===== src/rtl/mesi_pkg.sv =====
package mesi_pkg;

   typedef enum logic [1:0] {
      ST_I = 2'b00,
      ST_S = 2'b01,
      ST_E = 2'b10,
      ST_M = 2'b11
   } line_st_e;

   typedef enum logic [1:0] {
      BC_RD  = 2'b00,
      BC_RDX = 2'b01,
      BC_WB  = 2'b10
   } bus_cmd_e;

   // State a valid line takes after another cache's transaction is observed.
   function automatic line_st_e snoop_next(line_st_e cur, logic is_rdx);
      if (is_rdx || cur == ST_I) return ST_I;
      return ST_S;
   endfunction

endpackage


===== src/rtl/mesi_line_store.sv =====
module mesi_line_store
   import mesi_pkg::*;
#(
   parameter int IDX_W  = 3,
   parameter int TAG_W  = 9,
   parameter int DATA_W = 8
) (
   input  logic              clk,
   input  logic              rst_n,
   // snoop update port: state only
   input  logic              snp_we,
   input  logic [IDX_W-1:0]  snp_idx,
   input  line_st_e          snp_state,
   // local update port: wins over the snoop port on the same index
   input  logic              loc_we,
   input  logic [IDX_W-1:0]  loc_idx,
   input  line_st_e          loc_state,
   input  logic [TAG_W-1:0]  loc_tag,
   input  logic [DATA_W-1:0] loc_data,
   // read port A (request side)
   input  logic [IDX_W-1:0]  a_idx,
   output line_st_e          a_state,
   output logic [TAG_W-1:0]  a_tag,
   output logic [DATA_W-1:0] a_data,
   // read port B (snoop side)
   input  logic [IDX_W-1:0]  b_idx,
   output line_st_e          b_state,
   output logic [TAG_W-1:0]  b_tag,
   output logic [DATA_W-1:0] b_data
);
   localparam int LINES = 1 << IDX_W;

   line_st_e          st_q   [LINES];
   logic [TAG_W-1:0]  tag_q  [LINES];
   logic [DATA_W-1:0] data_q [LINES];

   always_ff @(posedge clk) begin
      for (int i = 0; i < LINES; i++) begin
         if (!rst_n) begin
            st_q[i]   <= ST_I;
            tag_q[i]  <= '0;
            data_q[i] <= '0;
         end else if (loc_we && loc_idx == IDX_W'(i)) begin
            st_q[i]   <= loc_state;
            tag_q[i]  <= loc_tag;
            data_q[i] <= loc_data;
         end else if (snp_we && snp_idx == IDX_W'(i)) begin
            st_q[i]   <= snp_state;
         end
      end
   end

   assign a_state = st_q[a_idx];
   assign a_tag   = tag_q[a_idx];
   assign a_data  = data_q[a_idx];
   assign b_state = st_q[b_idx];
   assign b_tag   = tag_q[b_idx];
   assign b_data  = data_q[b_idx];

endmodule


===== src/rtl/mesi_snoop_unit.sv =====
module mesi_snoop_unit
   import mesi_pkg::*;
#(
   parameter int TAG_W  = 9,
   parameter int DATA_W = 8
) (
   input  logic              snp_valid,
   input  logic              snp_is_rdx,
   input  logic [TAG_W-1:0]  snp_tag,
   input  line_st_e          line_state,
   input  logic [TAG_W-1:0]  line_tag,
   input  logic [DATA_W-1:0] line_data,
   output logic              hit,
   output logic              shared,
   output logic              flush,
   output logic [DATA_W-1:0] flush_data,
   output line_st_e          next_state
);
   assign hit        = snp_valid && (line_state != ST_I) && (line_tag == snp_tag);
   assign shared     = hit;
   assign flush      = hit && (line_state == ST_M);
   assign flush_data = flush ? line_data : '0;
   assign next_state = snoop_next(line_state, snp_is_rdx);

endmodule


===== src/rtl/mesi_snoop_ctrl.sv =====
module mesi_snoop_ctrl
   import mesi_pkg::*;
#(
   parameter int ADDR_W = 12,
   parameter int IDX_W  = 3,
   parameter int DATA_W = 8
) (
   input  logic              clk,
   input  logic              rst_n,
   input  logic              cpu_req_valid,
   input  logic              cpu_req_write,
   input  logic [ADDR_W-1:0] cpu_req_addr,
   input  logic [DATA_W-1:0] cpu_req_wdata,
   output logic              cpu_req_ready,
   output logic              cpu_resp_valid,
   output logic [DATA_W-1:0] cpu_resp_rdata,
   output logic              bus_req_valid,
   output logic [1:0]        bus_req_cmd,
   output logic [ADDR_W-1:0] bus_req_addr,
   output logic [DATA_W-1:0] bus_req_wdata,
   input  logic              bus_gnt,
   input  logic [DATA_W-1:0] bus_fill_data,
   input  logic              bus_shared_in,
   input  logic              snp_valid,
   input  logic              snp_cmd,
   input  logic [ADDR_W-1:0] snp_addr,
   output logic              snp_shared,
   output logic              snp_flush,
   output logic [DATA_W-1:0] snp_flush_data
);
   localparam int TAG_W = ADDR_W - IDX_W;

   generate
      if (IDX_W < 1 || IDX_W >= ADDR_W) begin : g_bad_idx
         $error("IDX_W must lie between 1 and ADDR_W-1");
      end
      if (DATA_W < 1) begin : g_bad_data
         $error("DATA_W must be positive");
      end
   endgenerate

   typedef enum logic [1:0] {F_IDLE, F_WB, F_BUS} fsm_e;

   fsm_e              fsm_q;
   logic              pend_wr_q;
   logic [IDX_W-1:0]  pend_idx_q;
   logic [TAG_W-1:0]  pend_tag_q;
   logic [DATA_W-1:0] pend_wd_q;

   logic [IDX_W-1:0]  req_idx, snp_idx, sel_idx;
   logic [TAG_W-1:0]  req_tag, snp_tag, cmp_tag;
   line_st_e          a_st, b_st, snp_nxt, eff_st, loc_st;
   logic [TAG_W-1:0]  a_tag, b_tag, loc_tag;
   logic [DATA_W-1:0] a_data, b_data, loc_data;
   logic              loc_we, snp_upd;
   logic              line_hit, need_bus, accept, vict_m;
   bus_cmd_e          cmd;

   assign req_idx = cpu_req_addr[IDX_W-1:0];
   assign req_tag = cpu_req_addr[ADDR_W-1:IDX_W];
   assign snp_idx = snp_addr[IDX_W-1:0];
   assign snp_tag = snp_addr[ADDR_W-1:IDX_W];
   assign sel_idx = (fsm_q == F_IDLE) ? req_idx : pend_idx_q;
   assign cmp_tag = (fsm_q == F_IDLE) ? req_tag : pend_tag_q;

   mesi_line_store #(.IDX_W(IDX_W), .TAG_W(TAG_W), .DATA_W(DATA_W)) u_store (
      .clk      (clk),
      .rst_n    (rst_n),
      .snp_we   (snp_upd),
      .snp_idx  (snp_idx),
      .snp_state(snp_nxt),
      .loc_we   (loc_we),
      .loc_idx  (sel_idx),
      .loc_state(loc_st),
      .loc_tag  (loc_tag),
      .loc_data (loc_data),
      .a_idx    (sel_idx),
      .a_state  (a_st),
      .a_tag    (a_tag),
      .a_data   (a_data),
      .b_idx    (snp_idx),
      .b_state  (b_st),
      .b_tag    (b_tag),
      .b_data   (b_data)
   );

   mesi_snoop_unit #(.TAG_W(TAG_W), .DATA_W(DATA_W)) u_snoop (
      .snp_valid (snp_valid),
      .snp_is_rdx(snp_cmd),
      .snp_tag   (snp_tag),
      .line_state(b_st),
      .line_tag  (b_tag),
      .line_data (b_data),
      .hit       (snp_upd),
      .shared    (snp_shared),
      .flush     (snp_flush),
      .flush_data(snp_flush_data),
      .next_state(snp_nxt)
   );

   // The request is judged against the state the snoop leaves behind.
   assign eff_st   = (snp_upd && snp_idx == sel_idx) ? snp_nxt : a_st;
   assign line_hit = (eff_st != ST_I) && (a_tag == cmp_tag);
   assign need_bus = !line_hit || (cpu_req_write && eff_st == ST_S);
   assign accept   = (fsm_q == F_IDLE) && cpu_req_valid;
   assign vict_m   = (eff_st == ST_M);

   always_comb begin
      loc_we   = 1'b0;
      loc_st   = ST_I;
      loc_tag  = a_tag;
      loc_data = a_data;
      unique case (fsm_q)
         F_IDLE: begin
            if (accept && !need_bus && cpu_req_write) begin
               loc_we   = 1'b1;
               loc_st   = ST_M;
               loc_tag  = req_tag;
               loc_data = cpu_req_wdata;
            end
         end
         F_WB: begin
            if (vict_m && bus_gnt) begin
               loc_we = 1'b1;
               loc_st = ST_I;
            end
         end
         F_BUS: begin
            if (bus_gnt) begin
               loc_we   = 1'b1;
               loc_tag  = pend_tag_q;
               loc_st   = pend_wr_q ? ST_M : (bus_shared_in ? ST_S : ST_E);
               loc_data = pend_wr_q ? pend_wd_q : bus_fill_data;
            end
         end
         default: ;
      endcase
   end

   always_comb begin
      bus_req_valid = 1'b0;
      cmd           = BC_RD;
      bus_req_addr  = {pend_tag_q, pend_idx_q};
      bus_req_wdata = '0;
      unique case (fsm_q)
         F_WB: begin
            bus_req_valid = vict_m;
            cmd           = BC_WB;
            bus_req_addr  = {a_tag, pend_idx_q};
            bus_req_wdata = a_data;
         end
         F_BUS: begin
            bus_req_valid = 1'b1;
            cmd           = pend_wr_q ? BC_RDX : BC_RD;
         end
         default: ;
      endcase
   end

   assign bus_req_cmd   = cmd;
   assign cpu_req_ready = (fsm_q == F_IDLE);

   always_ff @(posedge clk) begin
      if (!rst_n) begin
         fsm_q          <= F_IDLE;
         cpu_resp_valid <= 1'b0;
         cpu_resp_rdata <= '0;
         pend_wr_q      <= 1'b0;
         pend_idx_q     <= '0;
         pend_tag_q     <= '0;
         pend_wd_q      <= '0;
      end else begin
         cpu_resp_valid <= 1'b0;
         unique case (fsm_q)
            F_IDLE: begin
               if (accept) begin
                  if (!need_bus) begin
                     cpu_resp_valid <= 1'b1;
                     cpu_resp_rdata <= cpu_req_write ? cpu_req_wdata : a_data;
                  end else begin
                     pend_wr_q  <= cpu_req_write;
                     pend_idx_q <= req_idx;
                     pend_tag_q <= req_tag;
                     pend_wd_q  <= cpu_req_wdata;
                     fsm_q      <= (!line_hit && vict_m) ? F_WB : F_BUS;
                  end
               end
            end
            F_WB: begin
               if (!vict_m || bus_gnt) fsm_q <= F_BUS;
            end
            F_BUS: begin
               if (bus_gnt) begin
                  cpu_resp_valid <= 1'b1;
                  cpu_resp_rdata <= pend_wr_q ? pend_wd_q : bus_fill_data;
                  fsm_q          <= F_IDLE;
               end
            end
            default: fsm_q <= F_IDLE;
         endcase
      end
   end

endmodule


===== config.mk =====
export PLATFORM = sky130hd
export DESIGN_NAME = mesi_snoop_ctrl
export DESIGN_NICKNAME = d
export VERILOG_FILES = /design/src/rtl/mesi_pkg.sv /design/src/rtl/mesi_line_store.sv /design/src/rtl/mesi_snoop_unit.sv /design/src/rtl/mesi_snoop_ctrl.sv
export SDC_FILE = /design/constraint.sdc
export NUM_CORES = 1
export LEC_CHECK = 0
export BUFFER_PORTS_ARGS = -buffer_cell sky130_fd_sc_hd__buf_2
export CELL_PAD_IN_SITES_DETAIL_PLACEMENT = 0
export CELL_PAD_IN_SITES_GLOBAL_PLACEMENT = 2
export CORE_MARGIN = 1.5
export CORE_UTILIZATION = 40
export DETAILED_ROUTE_END_ITERATION = 7
export PLACE_DENSITY_LB_ADDON = 0.1
export SYNTH_ARGS = -nofsm -noshare
export SYNTH_HDL_FRONTEND = slang
export SYNTH_HIERARCHICAL = 1
export SYNTH_SLANG_ARGS = --single-unit

===== constraint.sdc =====
create_clock -name clk -period 5.9 [get_ports clk]
set_input_delay 0 -clock clk [delete_from_list [all_inputs] [get_ports clk]]
set_output_delay 0 -clock clk [all_outputs]
set_load 0.02 [all_outputs]

==> reports/results.txt, run 1 <==
Status = finished, final reports clean
Critical Path End Type = flip-flop
Clock Root Buffer = clkbuf_16
Ant. Diodes = 0
Share of cells above drive strength 1 = 30.0%
DP HPWL = 23500 um
Std cell rows = 61
Pin count of the biggest net entering global routing = 57
Prevailing post-synth register cell = edfxtp_1
First-pass GRT wire length = 49000 um
CP Data Arrival Time = 5820 ps
Final net count = 1006
Fin crit share = 93.6%
Critical path cell sequence = inv_1 > ha_1 > buf_4 > mux2i_1 > inv_1 > mux4_1 > mux2_4 > xnor2_1 > nor3_2 > nand4b_4 > nor4_1 > buf_4 > a21oi_1 > nor2_1 > nand3b_1 > nor2_2 > buf_4 > a22o_1
CP Max Fanout = 20
Setup TNS Final = 0 ps
Register-to-register setup slack = 370 ps
R2r endpoint = u_store/st_q[3][1]
Lkg Pwr = 0.00507 uW
Worst setup path class = reg2reg
Total Routing Usage GR = 23.3%
Yosys top cell by area = edfxtp_1
Most common library cell in the layout ignoring fill and taps = edfxtp_1
Crit start category = flip-flop
Synth Warn # = 6
R2r startpoint = fsm_q[0]
Depth of the worst hold-timing path = 5
Yosys top cell area share = 40.6%
H-tree depth = 4
Number of global-route vias before repair = 7599
Post-CTS setup buffers = 0
Initial core utilization = 40.6%
Die width = 171 um
Worst IR Drop VDD = 0.186 mV
Vert. Die Dim = 171 um
Multi-input logic area = 5640 um^2
Hold Fails Final Rpt = 0
Vias = 7558
Slack of the critical path = 375 ps
Clk_lat worst skew = 430 ps
Synth unique cells = 58
Syn nets = 897
Final setup vio count = 0
Reg2reg path depth = 18
EDFF count, synth = 152
TritonCTS clock tree = done
Yosys reg bits = 184
I/O pin cnt = 91
Seq/Total Area, Yosys = 46.3%
Synth async-reset ratio = 0%
Min Tclk post-route = 5530 ps
Antenna-violating nets left = 0
Pre-antenna DRT Iters = 5
PostCTS Resize Cnt = 0
P&R area growth vs syn = 15.3%
HP Start = bus_fill_data[1]
Register Area = 5200 um^2
Post-Syn Instances = 845
Worst-Margin Slew = 1310 ps
Slew headroom = 11.8%
HP Class = in2reg
RSZ-0062 raised after global routing = false
Drt initial violations = 755
Worst min-delay path endpoint = cpu_resp_rdata[1]
Grt total ovfl = 0
Synth area leaders = edfxtp_1 41%, mux4_2 12%, and2_1 8.2%
Total wire length = 32900 um
Clock-pin transition on the worst setup and hold timing paths = 80 ps
Core Util, Final = 46.8%
Fmax = 181 MHz
Core area = 27700 um^2
DIE AREA = 29100 um^2
Routed vias/inst = 5.62
Syn avg cell area = 13.3 um^2
Average wire per standard cell = 24.5 um
Mapped cell area = 11200 um^2
Clock Tree Buf Depth = 2
Pins over their slew limit = 0
Initial antenna violation count = 1
Clock buffer count from CTS = 17
Skew final = 17.3 ps
Fill count = 2540
Post-route DRC = 0
Most frequent cells in the layout = 152 x edfxtp_1, 147 x and2_1, 90 x buf_2
Worst slack, placed = 252 ps
RD Place Congestion = 0.818
CTS Sinks = 184
Slowest cell on the critical path = inv_1
CP Data Required Time = 6190 ps
Power density over the cells = 345 nW/um^2
PortBufs = 90
Max incr delay on CP = 670 ps
Total of max-cap violations = 0
Most used cell, CP = buf_4
-- stage by stage --
step           instances  hold slack, ps  total power [uW]  area, um^2
2_1_floorplan        845             149              2730       11200
3_3_place_gp        1292             274              3210       12100
3_5_place_dp        1292             285              3220       12100
4_1_cts             1345            26.3              4500       13000
5_1_grt             1345            63.4              4690       13000
6_report            1345            57.5              4480       13000
-- worst max-delay path by stage --
stage | startpoint | endpoint | slack [ps] | cells after the start
floorplan | fsm_q[0] | u_store/st_q[5][0] | 890 | 18
global route | fsm_q[0] | u_store/data_q[3][1] | 60 | 18
global placement | snp_addr[0] | u_store/st_q[3][1] | 200 | 18
finish | fsm_q[0] | u_store/st_q[3][1] | 370 | 18
CTS | fsm_q[0] | u_store/st_q[3][1] | 440 | 18
detailed placement | snp_addr[0] | u_store/st_q[3][1] | 250 | 18
-- cells in the mapped netlist (all sizes together) (16+ instances only) --
cell	number
buf	40
mux2	48
edfxtp	152
nor2	25
a22o	19
a211oi	16
mux4	76
a21oi	21
o21ai	28
mux2i	50
nand2	30
dfxtp	32
and2	147
clkbuf	18
nor2b	31
-- what timing repair did --
| action | in CTS | in global routing |
|---|---|---|
| endpoints found under the setup margin | 0 | 0 |
| endpoints found under the hold margin | 21 | 0 |
| hold buffers | 21 | 0 |
-- flip-flops by register name, summed over array words and instances, names as in the netlist --
register        flops
cpu_resp_valid      1
u_store/st_q       16
pend_idx_q          3
pend_wd_q           8
u_store/tag_q      72
pend_tag_q          9
u_store/data_q     64
cpu_resp_rdata      8
fsm_q               2
pend_wr_q           1
-- per-layer routing --
layer / GRT usage (%) / wire, um
met5: 0 / 0
met4: 5.23 / 354
met3: 4.63 / 1890
met2: 37.0 / 15200
met1: 33.0 / 15400
-- power breakdown --
part	internal, uW	switching (uW)	total (uW)
Combinational	653	997	1650
Sequential	1500	62.1	1570
Clock	721	539	1260
-- kinds of logic (layout without fill, tap and decap cells) --
| group | Yosys count | after routing | synth area share (%) |
|---|---|---|---|
| AOI/OAI and AO/OA | 111 | 111 | 6.77 |
| xor gates and xnor gates | 21 | 21 | 1.70 |
| adders and majority gates | 4 | 4 | 0.445 |
| buffers and inverters | 73 | 195 | 3.74 |
| DFF | 184 | 184 | 46.3 |
| muxes | 174 | 174 | 26.2 |
| other | 1 | 1 | 0.0334 |
| and+or+nand+nor | 277 | 277 | 14.8 |
-- worst max-delay path: cells and delay by family, from the launching register on --
family          cells  cell delay [ps]
compound gates      2              210
mux                 3              960
simple gates        6             1990
fa+ha+maj           1              250
xor+xnor            1              150
flops               1              390
buf+inv             5             1430
-- cell type report --
class	count	area share [%]
Multi-Input combinational cell	588	43.5
Sequential cell	184	40.1
Timing Repair Buffer	148	7.33
Tap cell	378	3.65
Clock buffer	17	3.28
Clock inverter	15	1.66
Inverter	15	0.434
Note: power is estimated with default switching activity, not from simulation.
==> run 2: changes to the inputs <==
--- a/config.mk
+++ b/config.mk
@@ -7,9 +7,9 @@
 export LEC_CHECK = 0
 export BUFFER_PORTS_ARGS = -buffer_cell sky130_fd_sc_hd__buf_2
 export CELL_PAD_IN_SITES_DETAIL_PLACEMENT = 0
-export CELL_PAD_IN_SITES_GLOBAL_PLACEMENT = 2
+export CELL_PAD_IN_SITES_GLOBAL_PLACEMENT = 1
 export CORE_MARGIN = 1.5
-export CORE_UTILIZATION = 40
+export CORE_UTILIZATION = 50
 export DETAILED_ROUTE_END_ITERATION = 7
 export PLACE_DENSITY_LB_ADDON = 0.1
 export SYNTH_ARGS = -nofsm -noshare
==> reports/results.txt, run 2 (synthesis gave the netlist of run 1 again) <==
Min Tclk post-route = 5480 ps (-46.8 ps)
Post-route cell area = 12800 um^2 (-1.5%)
Largest Register = u_store/tag_q
I/O pin cnt = 91 (unchanged)
Initial antenna violation count = 3 (+2)
Post-route DRC = 12 (+12)
Most frequent cells in the layout = 152 x edfxtp_1, 147 x and2_1, 90 x buf_2
Register-to-register setup slack = 420 ps (+50 ps)
Clock Tree Buf Depth = 2 (unchanged)
Crit start category = flip-flop
Lkg Pwr = 0.00502 uW (-0.90%)
Clock Root Buffer = clkbuf_16
Vert. Die Dim = 153 um (-10%)
HP Class = in2reg
Fill count = 1767 (-30%)
Ant. Diodes = 0 (unchanged)
Setup TNS Final = 0 ps (unchanged)
Clock-pin transition on the worst setup and hold timing paths = 80 ps (about the same)
Power density over the cells = 341 nW/um^2 (-1.3%)
RD Place Congestion = 0.864 (+5.6%)
Pin count of the biggest net entering global routing = 57 (unchanged)
CP Max Fanout = 19 (-5.0%)
Initial core utilization = 51.2% (+11 points)
Slowest cell on the critical path = inv_1
CP Data Required Time = 5960 ps (-230 ps)
CTS Sinks = 184 (unchanged)
Core area = 22000 um^2 (-21%)
Max incr delay on CP = 680 ps (about the same)
Hold Fails Final Rpt = 0 (unchanged)
Core Util, Final = 58.1% (+11 points)
Drt initial violations = 639 (-15%)
Final Total Pwr = 4350 uW (-2.9%)
Failing checks = DRC
Post-CTS setup buffers = 0 (unchanged)
Critical Path End Type = flip-flop
Routed vias/inst = 6.16 (+9.7%)
First-pass GRT wire length = 46500 um (-5.1%)
Top Registers = u_store/tag_q (72), u_store/data_q (64), u_store/st_q (16)
Fmax = 183 MHz (+0.86%)
Pins over their slew limit = 0 (unchanged)
Worst setup path class = reg2reg
Vias = 7661 (+1.4%)
TritonCTS clock tree = done
Critical path cell sequence = inv_1 > ha_1 > buf_4 > mux2i_1 > inv_1 > mux4_1 > mux2_4 > xnor2_1 > nor3_2 > nand4b_4 > nor4_1 > a21oi_1 > nor2_1 > buf_4 > nand2b_1 > o31a_1 > inv_1
Slew headroom = 31.2% (+19 points)
Clk_lat worst skew = 440 ps (about the same)
Number of flip-flops in the largest register = 72 (unchanged)
RSZ-0062 raised after global routing = false
DP HPWL = 21600 um (-8.1%)
Worst IR Drop VDD = 0.162 mV (-13%)
Grt total ovfl = 0 (unchanged)
Share of cells above drive strength 1 = 29.7% (-0.29 points)
Worst-Margin Slew = 1030 ps (-284 ps)
Most used cell, CP = inv_1
Total wire length = 30500 um (-7.3%)
Antenna-violating nets left = 0 (unchanged)
Std cell rows = 54 (-11%)
Final setup vio count = 0 (unchanged)
Non-Filler Instances = 1243 (-7.6%)
Number of global-route vias before repair = 7701 (+1.3%)
Status = finished, violations left
P&R area growth vs syn = 13.6%
Fin crit share = 92.9% (-0.79 points)
Final net count = 1002 (-0.40%)
Pre-antenna DRT Iters = 7 (+2)
DIE AREA = 23400 um^2 (-20%)
Dpl cells = 1190 (-7.9%)
Average wire per standard cell = 24.6 um (+0.34%)
Total of max-cap violations = 0 (unchanged)
Most common library cell in the layout ignoring fill and taps = edfxtp_1
H-tree depth = 4 (unchanged)
Total Routing Usage GR = 26.7% (+3.4 points)
Die width = 153 um (-10%)
Clock buffer count from CTS = 17 (unchanged)
Skew final = 15.2 ps (-2.08 ps)
PortBufs = 90 (unchanged)
DP Area = 11900 um^2 (-1.4%)
CP Data Arrival Time = 5540 ps (-280 ps)
## run 2: cell count changes in the layout (fill, tap and decap cells not counted), sizes merged
cell,before,now
inv,18,20
bufinv,4,1
clkinv,6,7
buf,127,123
## run 2: per-stage QoR
stage	hold WS [ps]	setup WS, ps
2_1_floorplan	149	890
3_3_place_gp	274	414
3_5_place_dp	285	391
4_1_cts	31.5	463
5_1_grt	86.6	58.3
6_report	42.7	422
## run 2: worst max-delay path: cells and delay by family, from the launching register on
kind | cells | cell delay [ps]
AO/OA/AOI/OAI | 2 | 410
XOR/XNOR | 1 | 150
adder cells (fa/ha/maj) | 1 | 240
buffers and inverters | 5 | 1720
flip-flops | 1 | 400
multiplexers | 3 | 910
AND/OR/NAND/NOR | 5 | 1240
## run 2: cell type report
cell class | instances | area, um^2 | share of cell area, %
clock inverters | 15 | 185 | 1.45
multi-input cells | 588 | 5640 | 44.1
clock buffers | 17 | 425 | 3.33
repair buffers | 144 | 908 | 7.12
inverters | 15 | 56.3 | 0.441
well taps | 280 | 350 | 2.74
flip-flops and latches | 184 | 5200 | 40.8
## run 2: power by group
group	total, uW	internal [uW]	switching, uW
logic	1610	649	959
clock network	1170	609	564
registers	1570	1510	61.7
total	4350	2760	1590
## run 2: repair_timing
| item | 4_1_cts | 5_1_grt |
|---|---|---|
| gates resized for setup | 0 | 0 |
| hold buffers | 21 | 0 |
| hold endpoints to repair | 21 | 0 |
## run 2: path summary, 6_finish.rpt
kind | from | to | cells past startpoint
worst min-delay path | cpu_req_write | pend_wr_q | 3
worst max register to register | fsm_q[0] | u_store/tag_q[0][6] | 17
worst min register to register | cpu_resp_rdata[1] | cpu_resp_rdata[1] | 2
worst max-delay path | fsm_q[0] | u_store/tag_q[0][6] | 17
## run 2: routing by layer
layer  routed length, um  GRT usage [%]  vias to the layer above
li1                    -              -                     3422
met1               13200           37.8                     3829
met2               14500           43.8                      372
met3                2340           3.91                       38
met4                 470           6.40                        0
met5                   0              0                        -
